## src/rtl/optrom_pkg.sv

```systemverilog
package optrom_pkg;

  // Strobe bundle handed from the control to the top for one ROM.
  typedef struct packed {
    logic ce;
    logic oe;
    logic we;
  } romStrobe_t;

endpackage

```

## src/rtl/optrom_window.sv

```systemverilog
// Datapath: address comparison and offset extraction for one ROM window.
module optrom_window #(
  parameter int ADDR_W   = 20,
  parameter int SEL_W    = 5,
  parameter int WIN_LOG2 = 13,
  parameter int BIG_LOG2 = 15
) (
  input  logic [ADDR_W-1:0]   addr,
  input  logic                decodeOn,
  input  logic [SEL_W-1:0]    baseSel,
  input  logic                bigMode,
  output logic                hit,
  output logic [BIG_LOG2-1:0] offset
);
  localparam int SEL_HI = WIN_LOG2 + SEL_W - 1;
  localparam int DROP   = BIG_LOG2 - WIN_LOG2;

  logic upperOk;
  logic smallOk;
  logic bigOk;

  always_comb begin
    upperOk = &addr[ADDR_W-1:SEL_HI+1];
    smallOk = (addr[SEL_HI:WIN_LOG2] == baseSel);
    bigOk   = (addr[SEL_HI:BIG_LOG2] == baseSel[SEL_W-1:DROP]);
    hit     = decodeOn & upperOk & (bigMode ? bigOk : smallOk);
    offset  = bigMode ? addr[BIG_LOG2-1:0]
                      : {{DROP{1'b0}}, addr[WIN_LOG2-1:0]};
  end
endmodule

```

## src/rtl/optrom_ctrl.sv

```systemverilog
// Control: priority between windows, strobe qualification, activity hold.
module optrom_ctrl
  import optrom_pkg::*;
#(
  parameter int NROM     = 2,
  parameter int ACT_HOLD = 4
) (
  input  logic            clk,
  input  logic            rstN,
  input  logic [NROM-1:0] rawHit,
  input  logic            memRd,
  input  logic            memWr,
  input  logic [NROM-1:0] wrEn,
  output romStrobe_t      strb [NROM],
  output logic [NROM-1:0] act,
  output logic            clash
);
  localparam int CNT_W = $clog2(ACT_HOLD + 1);
  localparam logic [CNT_W-1:0] HOLD_LD = CNT_W'(ACT_HOLD);

  logic [NROM-1:0] grant;
  logic            taken;

  // Lowest index wins; a hit seen after an earlier one marks a clash.
  always_comb begin
    taken = 1'b0;
    clash = 1'b0;
    grant = '0;
    for (int k = 0; k < NROM; k++) begin
      grant[k] = rawHit[k] & ~taken;
      clash    = clash | (rawHit[k] & taken);
      taken    = taken | rawHit[k];
    end
  end

  for (genvar k = 0; k < NROM; k++) begin : g_rom
    logic [CNT_W-1:0] holdCnt;
    logic             busy;

    always_comb begin
      strb[k].ce = grant[k];
      strb[k].oe = grant[k] & memRd;
      strb[k].we = grant[k] & memWr & wrEn[k];
      busy       = grant[k] & (memRd | memWr);
      act[k]     = (holdCnt != '0);
    end

    always_ff @(posedge clk) begin
      if (!rstN)               holdCnt <= '0;
      else if (busy)           holdCnt <= HOLD_LD;
      else if (holdCnt != '0)  holdCnt <= holdCnt - 1'b1;
    end
  end
endmodule

```

## src/rtl/optrom_decode.sv

```systemverilog
// Top: two option-ROM window decoders sharing one bus.
module optrom_decode
  import optrom_pkg::*;
#(
  parameter int NROM     = 2,
  parameter int ADDR_W   = 20,
  parameter int SEL_W    = 5,
  parameter int WIN_LOG2 = 13,
  parameter int BIG_LOG2 = 15,
  parameter int ACT_HOLD = 4
) (
  input  logic                     clk,
  input  logic                     rstN,
  input  logic [ADDR_W-1:0]        busAddr,
  input  logic                     aen,
  input  logic                     memRd,
  input  logic                     memWr,
  input  logic [NROM-1:0]          romEn,
  input  logic [NROM-1:0]          romWrEn,
  input  logic [NROM*SEL_W-1:0]    romBase,
  input  logic [NROM-1:0]          romBig,
  output logic [NROM-1:0]          romCe,
  output logic [NROM-1:0]          romOe,
  output logic [NROM-1:0]          romWe,
  output logic [NROM*BIG_LOG2-1:0] romOfs,
  output logic [NROM-1:0]          romAct,
  output logic                     winClash
);
  logic [NROM-1:0] rawHit;
  romStrobe_t      strb [NROM];

  for (genvar k = 0; k < NROM; k++) begin : g_win
    logic decodeOn;
    assign decodeOn = romEn[k] & ~aen;

    optrom_window #(
      .ADDR_W  (ADDR_W),
      .SEL_W   (SEL_W),
      .WIN_LOG2(WIN_LOG2),
      .BIG_LOG2(BIG_LOG2)
    ) u_win (
      .addr    (busAddr),
      .decodeOn(decodeOn),
      .baseSel (romBase[k*SEL_W +: SEL_W]),
      .bigMode (romBig[k]),
      .hit     (rawHit[k]),
      .offset  (romOfs[k*BIG_LOG2 +: BIG_LOG2])
    );

    assign romCe[k] = strb[k].ce;
    assign romOe[k] = strb[k].oe;
    assign romWe[k] = strb[k].we;
  end

  optrom_ctrl #(
    .NROM    (NROM),
    .ACT_HOLD(ACT_HOLD)
  ) u_ctrl (
    .clk   (clk),
    .rstN  (rstN),
    .rawHit(rawHit),
    .memRd (memRd),
    .memWr (memWr),
    .wrEn  (romWrEn),
    .strb  (strb),
    .act   (romAct),
    .clash (winClash)
  );
endmodule

```

## config.mk

```make
export PLATFORM = sky130hd
export DESIGN_NAME = optrom_decode
export DESIGN_NICKNAME = d
export VERILOG_FILES = /design/src/rtl/optrom_pkg.sv /design/src/rtl/optrom_window.sv /design/src/rtl/optrom_ctrl.sv /design/src/rtl/optrom_decode.sv
export SDC_FILE = /design/constraint.sdc
export NUM_CORES = 1
export LEC_CHECK = 0
export BUFFER_PORTS_ARGS = -buffer_cell sky130_fd_sc_hd__buf_4
export CAP_MARGIN = 20
export CELL_PAD_IN_SITES_DETAIL_PLACEMENT = 1
export CELL_PAD_IN_SITES_GLOBAL_PLACEMENT = 1
export CORE_ASPECT_RATIO = 0.6
export CORE_MARGIN = 2
export CORE_UTILIZATION = 24
export DETAILED_ROUTE_END_ITERATION = 16
export PLACE_DENSITY = 0.88
export SLEW_MARGIN = 20
export SYNTH_ARGS = -nofsm -noshare
export SYNTH_HDL_FRONTEND = slang
export SYNTH_SLANG_ARGS = --single-unit
```

## constraint.sdc

```tcl
create_clock -name clk -period 2.7 [get_ports clk]
set_clock_uncertainty 0.1 [all_clocks]
set_input_delay 0.405 -clock clk [delete_from_list [all_inputs] [get_ports clk]]
set_output_delay 0.405 -clock clk [all_outputs]
set_load 0.005 [all_outputs]
```

== Word level (Yosys, flattened, before mapping) ==
Cells that the tools add are included.

* Add/sub/neg operators: 2
* $mul: 0
* Div/mod/pow operators: 0
* Magnitude comparators: 0
* Equality and inequality tests: 4
* Shift operators: 0
* Mux-type cells: 8
* Bitwise gates (word level): 20
* Reductions and logical operators: 7

{| class="wikitable"
|+ Operators by type and width
! operator !! number
|-
| two-way mux 15 bit || 2
|-
| AND 1 bit || 16
|-
| two-way mux 3 bit || 4
|-
| == test 5 bit || 2
|-
| == test 3 bit || 2
|-
| nonzero test 3 bit || 2
|-
| subtractor 3 x 1 -> 3 bit, second input constant || 2
|-
| nonzero test 2 bit || 2
|-
| OR reduction 2 bit || 2
|-
| inverter 1 bit || 3
|-
| two-way mux 1 bit || 2
|-
| AND reduction 2 bit || 1
|-
| OR 1 bit || 1
|}

* Bits in registers: 6
* Bits in latches: 0
* RAM bits: 0
* ROM bits: 0
* Bits of input ports: 41
* Output and inout port bits: 39
* Memories: 0

== Depth between registers and ports, before layout ==
Gate-level depths: netlist of run 1.

* Word-level depth: 8
* Gate-level depth with buffers: 7

== Cells and area by module ==
Synthesis of run 1 repeated with hierarchy kept, for this count alone.

* Cells, all modules: 97
* Area total of the unflattened synthesis: 763.2 um^2

{| class="wikitable"
|+ By module, submodules not included
! module !! instances !! cells each !! area each (um^2)
|-
| optrom_ctrl || 1 || 49 || 395.4
|-
| optrom_window || 2 || 23 || 177.7
|-
| optrom_decode || 1 || 2 || 12.5
|}

== Worst setup path after synthesis of run 1 ==
Ideal clock, no wire load.

* Kind: input port to output port
* From: in aen
* To: out romWe[0]
* Arrival: 1.376 ns
* Path slack: 0.819 ns
* Stages: 5
* Path through: nand4b_1 nor4_4 nand2_1 inv_2 and3_1

* Cells in the longest elaborated chain, start to end: 6

{| class="wikitable"
|+ RTL lines
! element !! line !! text
|-
| start: declaration || optrom_decode.sv:15 || <nowiki>input logic aen,</nowiki>
|-
| inverter 1 bit || optrom_decode.sv:34 || <nowiki>assign decodeOn = romEn[k] & ~aen;</nowiki>
|-
| AND 1 bit || optrom_decode.sv:34 ||
|-
| AND 1 bit (2 in series) || optrom_window.sv:26 || <nowiki>hit = decodeOn & upperOk & (bigMode ? bigOk : smallOk);</nowiki>
|-
| via g_win[0].u_win.hit || optrom_window.sv:12 || <nowiki>output logic hit,</nowiki>
|-
| AND 1 bit (2 in series) || optrom_ctrl.sv:43 || <nowiki>strb[k].we = grant[k] & memWr & wrEn[k];</nowiki>
|-
| end: declaration || optrom_decode.sv:24 || <nowiki>output logic [NROM-1:0] romWe,</nowiki>
|}

The timed path passes the listed nets, and every way through them passes these cells.

== Final worst setup path of run 1 ==
* From: in aen
* To: out romWe[0]

* Cells in the longest elaborated chain, start to end: 6

{| class="wikitable"
|+ RTL lines
! element !! line
|-
| inverter 1 bit || optrom_decode.sv:34
|-
| AND 1 bit || optrom_decode.sv:34
|-
| AND 1 bit (2 in series) || optrom_window.sv:26
|-
| AND 1 bit (2 in series) || optrom_ctrl.sv:43
|}

Every way passes these cells.

==> impl_metrics.env, run 1 <==
export IMPL_period_minus_slack_ps=2210
export IMPL_grt_pass1_vias=719
export IMPL_antenna_cells=0
export IMPL_cp_end_kind="output pin"
export IMPL_p_int_w=0.000381
export IMPL_rrSetupSlack_ps=1260
export IMPL_clk_latency_ps=220
export IMPL_syn_area_sq_um=806
export IMPL_crit_chain="buf_4 -> nand4b_1 -> nor4_4 -> nand2_1 -> inv_2 -> and3_1 -> buf_4"
export IMPL_dpl_cell_area_sq_um=960
export IMPL_io_buffers=40
export IMPL_synth_avg_cell_area_sq_um=8.06
export IMPL_numCtsBuffers=3
export IMPL_synth_compound_area_share_pct=9.63
export IMPL_worstSetupStartpoint="aen"
export IMPL_cts_tree="yes"
export IMPL_drtIter0Drc=5
export IMPL_rows=16
export IMPL_maxSlewViolCount=0
export IMPL_fp_dieH_um=48.9
export IMPL_cts_clk_slew_worst_paths_ps=30
export IMPL_p_switching_w=0.000213
export IMPL_yosysTopAreaCellShare_pct=25.2
export IMPL_hold_viol_final=0
export IMPL_synth_async_reset_ratio_pct=0
export IMPL_htreeDepth=1
export IMPL_post_synth_top_count_cell="buf_4"
export IMPL_worstReg2RegEnd="u_ctrl.g_rom[1].holdCnt[2]"
export IMPL_cts_resized=0
export IMPL_peakVddDrop_mv=0.160
export IMPL_power_density_nw_per_um2=593
export IMPL_arrival_ps=1710
export IMPL_synth_fa_ha_area_share_pct=9.32
export IMPL_rr_worst_depth=6
export IMPL_cts_sinks=6
export IMPL_dieWidth_um=78.8
export IMPL_clkPwrFrac_pct=22.5
export IMPL_track_usage_pct=11.3
export IMPL_power_leakage_nw=0.495
export IMPL_fin_area_sq_um=1000
export IMPL_dr_pass1_iters=3
export IMPL_n_fill_cell=394
export IMPL_synth_top_family_by_area="buffers and inverters"
export IMPL_tightest_slew_ps=412
export IMPL_ctsHoldBuffers=0
export IMPL_synth_edff_count=0
export IMPL_rsz0062_at_grt="false"
export IMPL_place_hpwl_mm=1.84
export IMPL_status="finished clean"
export IMPL_min_path_type="primary input to flop"
export IMPL_critPathCapture="romWe[0]"
export IMPL_worstReg2RegStart="u_ctrl.g_rom[1].holdCnt[0]"
export IMPL_seq_area_frac_synth_pct=14.9
export IMPL_path_max_fanout=5
export IMPL_cp_num_buf_inv=3
export IMPL_cp_slowest_cell="nor4_4"
export IMPL_ant_nets=0
export IMPL_root_buffer="clkbuf_8"
export IMPL_cts_setup_buffers=0
export IMPL_dr_total_vias=676
export IMPL_cp_required_ps=2190
export IMPL_grt_first_pass_wirelength_mm=3.31
export IMPL_fmax_mhz=451
export IMPL_sw_frac_of_total_pct=35.9
export IMPL_routed_via_density=4.20
export IMPL_crit_top_cell="buf_4"
export IMPL_finalSetupTns_ps=0
export IMPL_crit_type="primary input to output pin"
export IMPL_power_frac_comb_pct=54.0
export IMPL_drt_wl_total_mm=2.06
export IMPL_yosys_top_cells_area="buf_4 25%, dfxtp_1 15%, ha_1 9.3%, xnor2_1 6.5%, xor2_1 6.5%"
export IMPL_setup_viol=0
export IMPL_maxCapViolCount=0
export IMPL_dieArea_sq_um=3850
export IMPL_path_depth=7
export IMPL_cp_slowest_stage_delay_ps=440
export IMPL_p_total_w=0.000593
export IMPL_ys_types=26
export IMPL_largest_reg_flops=6
export IMPL_seqPwrFrac_pct=23.5
export IMPL_synth_top_cell_by_area="buf_4"
export IMPL_grt_max_degree=7
export IMPL_reg_top3="u_ctrl.g_rom.holdCnt (6)"
export IMPL_crit_family="simple AND/OR/NAND/NOR gates"
export IMPL_synth_top_flop_cell="dfxtp_1"
export IMPL_synthesis_nets=147
export IMPL_synth_xor_area_share_pct=13.0
export IMPL_synthCells=100
export IMPL_start_util_pct=25.0
export IMPL_synth_seq_cells=6
export IMPL_core_area_sq_um=3220
export IMPL_finalCritPeriodShare_pct=82.0
export IMPL_top_register="u_ctrl.g_rom.holdCnt"
export IMPL_cts_buffer_depth=2
export IMPL_synthMuxAreaShare_pct=1.24
export IMPL_drive_gt1_share_pct=40.5
export IMPL_start_kind="primary input"
export IMPL_synth_simple_area_share_pct=21.6
export IMPL_drcViolationCount=0
export IMPL_slew_headroom_pct=72.5
export IMPL_yosys_warnings=0
export IMPL_wire_per_inst_um=12.8
export IMPL_ios=80
export IMPL_syn2layout_area_growth_pct=24.2
export IMPL_grt_antenna_before_repair=0
export IMPL_synthTopCellsByCount="27 x buf_4, 10 x inv_1"
export IMPL_grt_ovfl_total=0
export IMPL_gp_congestion=0.685
export IMPL_layout_nets=165
==> cells by family (layout without fill, tap and decap cells) <==
kind of cell    count (synthesis)  after routing
simple gates                   28             28
compound gates                  9              9
xor+xnor                       12             12
buf+inv                        38             54
fa+ha+maj                       6              6
mux                             1              1
flops                           6              6
==> worst min-delay path by stage <==
stage                                       endpoint                       start  depth (start not counted)  slack [ps]
after global placement    u_ctrl.g_rom[1].holdCnt[0]  u_ctrl.g_rom[1].holdCnt[0]                          3         420
after floorplan           u_ctrl.g_rom[1].holdCnt[0]  u_ctrl.g_rom[1].holdCnt[0]                          3         410
final                     u_ctrl.g_rom[1].holdCnt[2]                        rstN                          2         340
after CTS                 u_ctrl.g_rom[1].holdCnt[2]                        rstN                          2         340
after global routing      u_ctrl.g_rom[1].holdCnt[2]                        rstN                          2         340
after detailed placement  u_ctrl.g_rom[1].holdCnt[0]  u_ctrl.g_rom[1].holdCnt[0]                          3         460
==> routing by layer <==
metal	global-route usage, %	part of all wire [%]	vias to the layer above
met5	0	0	-
met2	20.8	51	35
met1	10.2	33	298
li1	-	-	327
met3	4.26	11	16
met4	8.19	4.3	0
==> placed cells by master (no fill, tap or decap), types with 2 or more instances in the layout <==
cell / netlist / routed
a21oi_1: 2 / 2
clkbuf_8: 0 / 3
xnor2_1: 6 / 6
inv_1: 10 / 10
nand2_1: 6 / 6
and3_1: 4 / 4
nor2_1: 6 / 6
and2_1: 4 / 4
xor2_1: 6 / 6
dfxtp_1: 6 / 6
buf_4: 27 / 40
o21ai_0: 2 / 2
nor3_1: 2 / 2
ha_1: 6 / 6
==> power by group through the flow <==
stage                     clock network, W  logic [W]  registers [W]
after floorplan                          0   0.000233       0.000137
after global placement                   0   0.000293       0.000138
after detailed placement                 0   0.000325       0.000142
after CTS                         0.000137   0.000328       0.000141
after global routing              0.000140   0.000371       0.000145
final                             0.000134   0.000320       0.000140
==> per-stage QoR <==
stage	instances	setup WS (ps)	hold WS, ps	utilization (%)
final	161	485	340	31.1
after global routing	161	395	342	31.1
after CTS	161	468	338	31.1
after detailed placement	158	470	457	29.8
after global placement	158	536	424	29.8
after floorplan	100	819	412	-
==> area by class of cell <==
| class | count | area [sq um] | share of cell area (%) |
|---|---|---|---|
| multi-input combinational | 56 | 442 | 44.1 |
| sequential | 6 | 120 | 12.0 |
| inverter | 11 | 41.3 | 4.13 |
| tap | 45 | 56.3 | 5.63 |
| clock buffer | 3 | 41.3 | 4.13 |
| timing repair buffer | 40 | 300 | 30.0 |
Note: power is estimated with default switching activity, not from simulation.
==> run 2: changes to the inputs <==
Settings changed: CORE_UTILIZATION 24 to 23, PLACE_DENSITY 0.88 to 0.85.
Clock period 2.7 ns to 2.2 ns, I/O delays scaled along.
==> run 2 against run 1 <==
Effect of this change: clock-buffer cell count is the same; sequential power grew 24%; combinational power grew 25%; largest power group unchanged; routed wire length shrank 4.9%.
==> impl_metrics.env, run 2 (synthesis gave the netlist of run 1 again) <==
export IMPL_finalCritPeriodShare_pct=86.0
export IMPL_path_max_fanout=5
export IMPL_cts_setup_buffers=0
export IMPL_clk_latency_ps=220
export IMPL_crit_chain="buf_4 -> nand4b_1 -> nor4_4 -> nand2_1 -> inv_2 -> and3_1 -> buf_4"
export IMPL_io_buffers=40
export IMPL_cp_slowest_stage_delay_ps=330
export IMPL_largest_reg_flops=6
export IMPL_layout_nets=166
export IMPL_cp_num_buf_inv=3
export IMPL_layout_commonest_cell="buf_4"
export IMPL_gp_congestion=0.670
export IMPL_slew_headroom_pct=75.4
export IMPL_grt_first_pass_wirelength_mm=3.13
export IMPL_ctsHoldBuffers=0
export IMPL_dpl_cell_area_sq_um=967
export IMPL_crit_family="simple AND/OR/NAND/NOR gates"
export IMPL_place_hpwl_mm=1.76
export IMPL_syn2layout_area_growth_pct=25.2
export IMPL_period_minus_slack_ps=1890
export IMPL_track_usage_pct=10.3
export IMPL_htreeDepth=1
export IMPL_routed_via_density=4.19
export IMPL_cp_required_ps=1770
export IMPL_cts_tree="yes"
export IMPL_reg_top3="u_ctrl.g_rom.holdCnt (6)"
export IMPL_setup_viol=0
export IMPL_drive_gt1_share_pct=41.0
export IMPL_start_util_pct=24.4
export IMPL_rows=16
export IMPL_dr_pass1_iters=4
export IMPL_fp_dieH_um=49.8
export IMPL_antenna_cells=0
export IMPL_tightest_slew_ps=369
export IMPL_min_path_type="primary input to flop"
export IMPL_drcViolationCount=0
export IMPL_rsz0062_at_grt="false"
export IMPL_maxSlewViolCount=0
export IMPL_drt_wl_total_mm=1.96
export IMPL_cts_clk_slew_worst_paths_ps=40
export IMPL_top_register="u_ctrl.g_rom.holdCnt"
export IMPL_start_kind="primary input"
export IMPL_peakVddDrop_mv=0.204
export IMPL_power_leakage_nw=0.500
export IMPL_status="finished clean"
export IMPL_cts_resized=0
export IMPL_dieWidth_um=80.4
export IMPL_dr_total_vias=678
export IMPL_power_density_nw_per_um2=735
export IMPL_cp_slowest_cell="nor4_4"
export IMPL_grt_pass1_vias=736
export IMPL_numCtsBuffers=3
export IMPL_dieArea_sq_um=4010
export IMPL_ios=80
export IMPL_root_buffer="clkbuf_8"
export IMPL_fin_area_sq_um=1010
export IMPL_crit_type="primary input to output pin"
export IMPL_crit_top_cell="buf_4"
export IMPL_cp_end_kind="output pin"
export IMPL_ant_nets=0
export IMPL_finalSetupTns_ps=0
export IMPL_cts_sinks=6
export IMPL_core_area_sq_um=3300
export IMPL_wire_per_inst_um=12.1
export IMPL_maxCapViolCount=0
export IMPL_grt_antenna_before_repair=0
export IMPL_grt_ovfl_total=0
export IMPL_fmax_mhz=528
export IMPL_grt_max_degree=7
export IMPL_cts_buffer_depth=2
export IMPL_drtIter0Drc=13
export IMPL_arrival_ps=1460
export IMPL_final_cell_mix="41 x buf_4, 10 x inv_1"
export IMPL_hold_viol_final=0
==> run 2: final cells by class <==
cell class                      count  area, sq um
Clock buffer                        3         41.3
Sequential cell                     6          120
Inverter                           11         41.3
Tap cell                           45         56.3
Timing Repair Buffer               41          308
Fill cell                         427         2290
Multi-Input combinational cell     56          442
==> run 2: path summary, 6_finish.rpt <==
path,slack [ps],endpoint,cells past startpoint,startpoint
setup / recovery,310,romWe[0],7,aen
hold / removal,260,u_ctrl.g_rom[1].holdCnt[2],2,rstN
setup reg to reg,760,u_ctrl.g_rom[1].holdCnt[2],6,u_ctrl.g_rom[1].holdCnt[0]
hold reg to reg,470,u_ctrl.g_rom[1].holdCnt[0],3,u_ctrl.g_rom[1].holdCnt[0]
==> run 2: per-stage QoR <==
step | hold slack (ps) | utilization, % | power (W) | setup slack (ps) | cells
final | 258 | 30.5 | 0.000741 | 307 | 162
after global routing | 280 | 30.5 | 0.000812 | 185 | 162
after CTS | 256 | 30.5 | 0.000757 | 289 | 162
after detailed placement | 451 | 29.3 | 0.000584 | 289 | 159
after global placement | 427 | 29.3 | 0.000526 | 328 | 159
after floorplan | 344 | - | 0.000453 | 469 | 100
==> run 2: power by group <==
part	total (W)	leakage, nW	switching, W	internal, W
sequential	0.000173	0.0495	0.0000237	0.000149
clock	0.000168	0.0216	0.0000503	0.000118
combinational	0.000400	0.429	0.000197	0.000203
==> run 2: per-layer routing <==
metal | global-route usage [%] | wire length, um | vias up
met3 | 2.75 | 172 | 2
met1 | 9.75 | 707 | 320
li1 | - | - | 327
met4 | 4.80 | 12 | 0
met5 | 0 | 0 | -
met2 | 20.4 | 1070 | 29
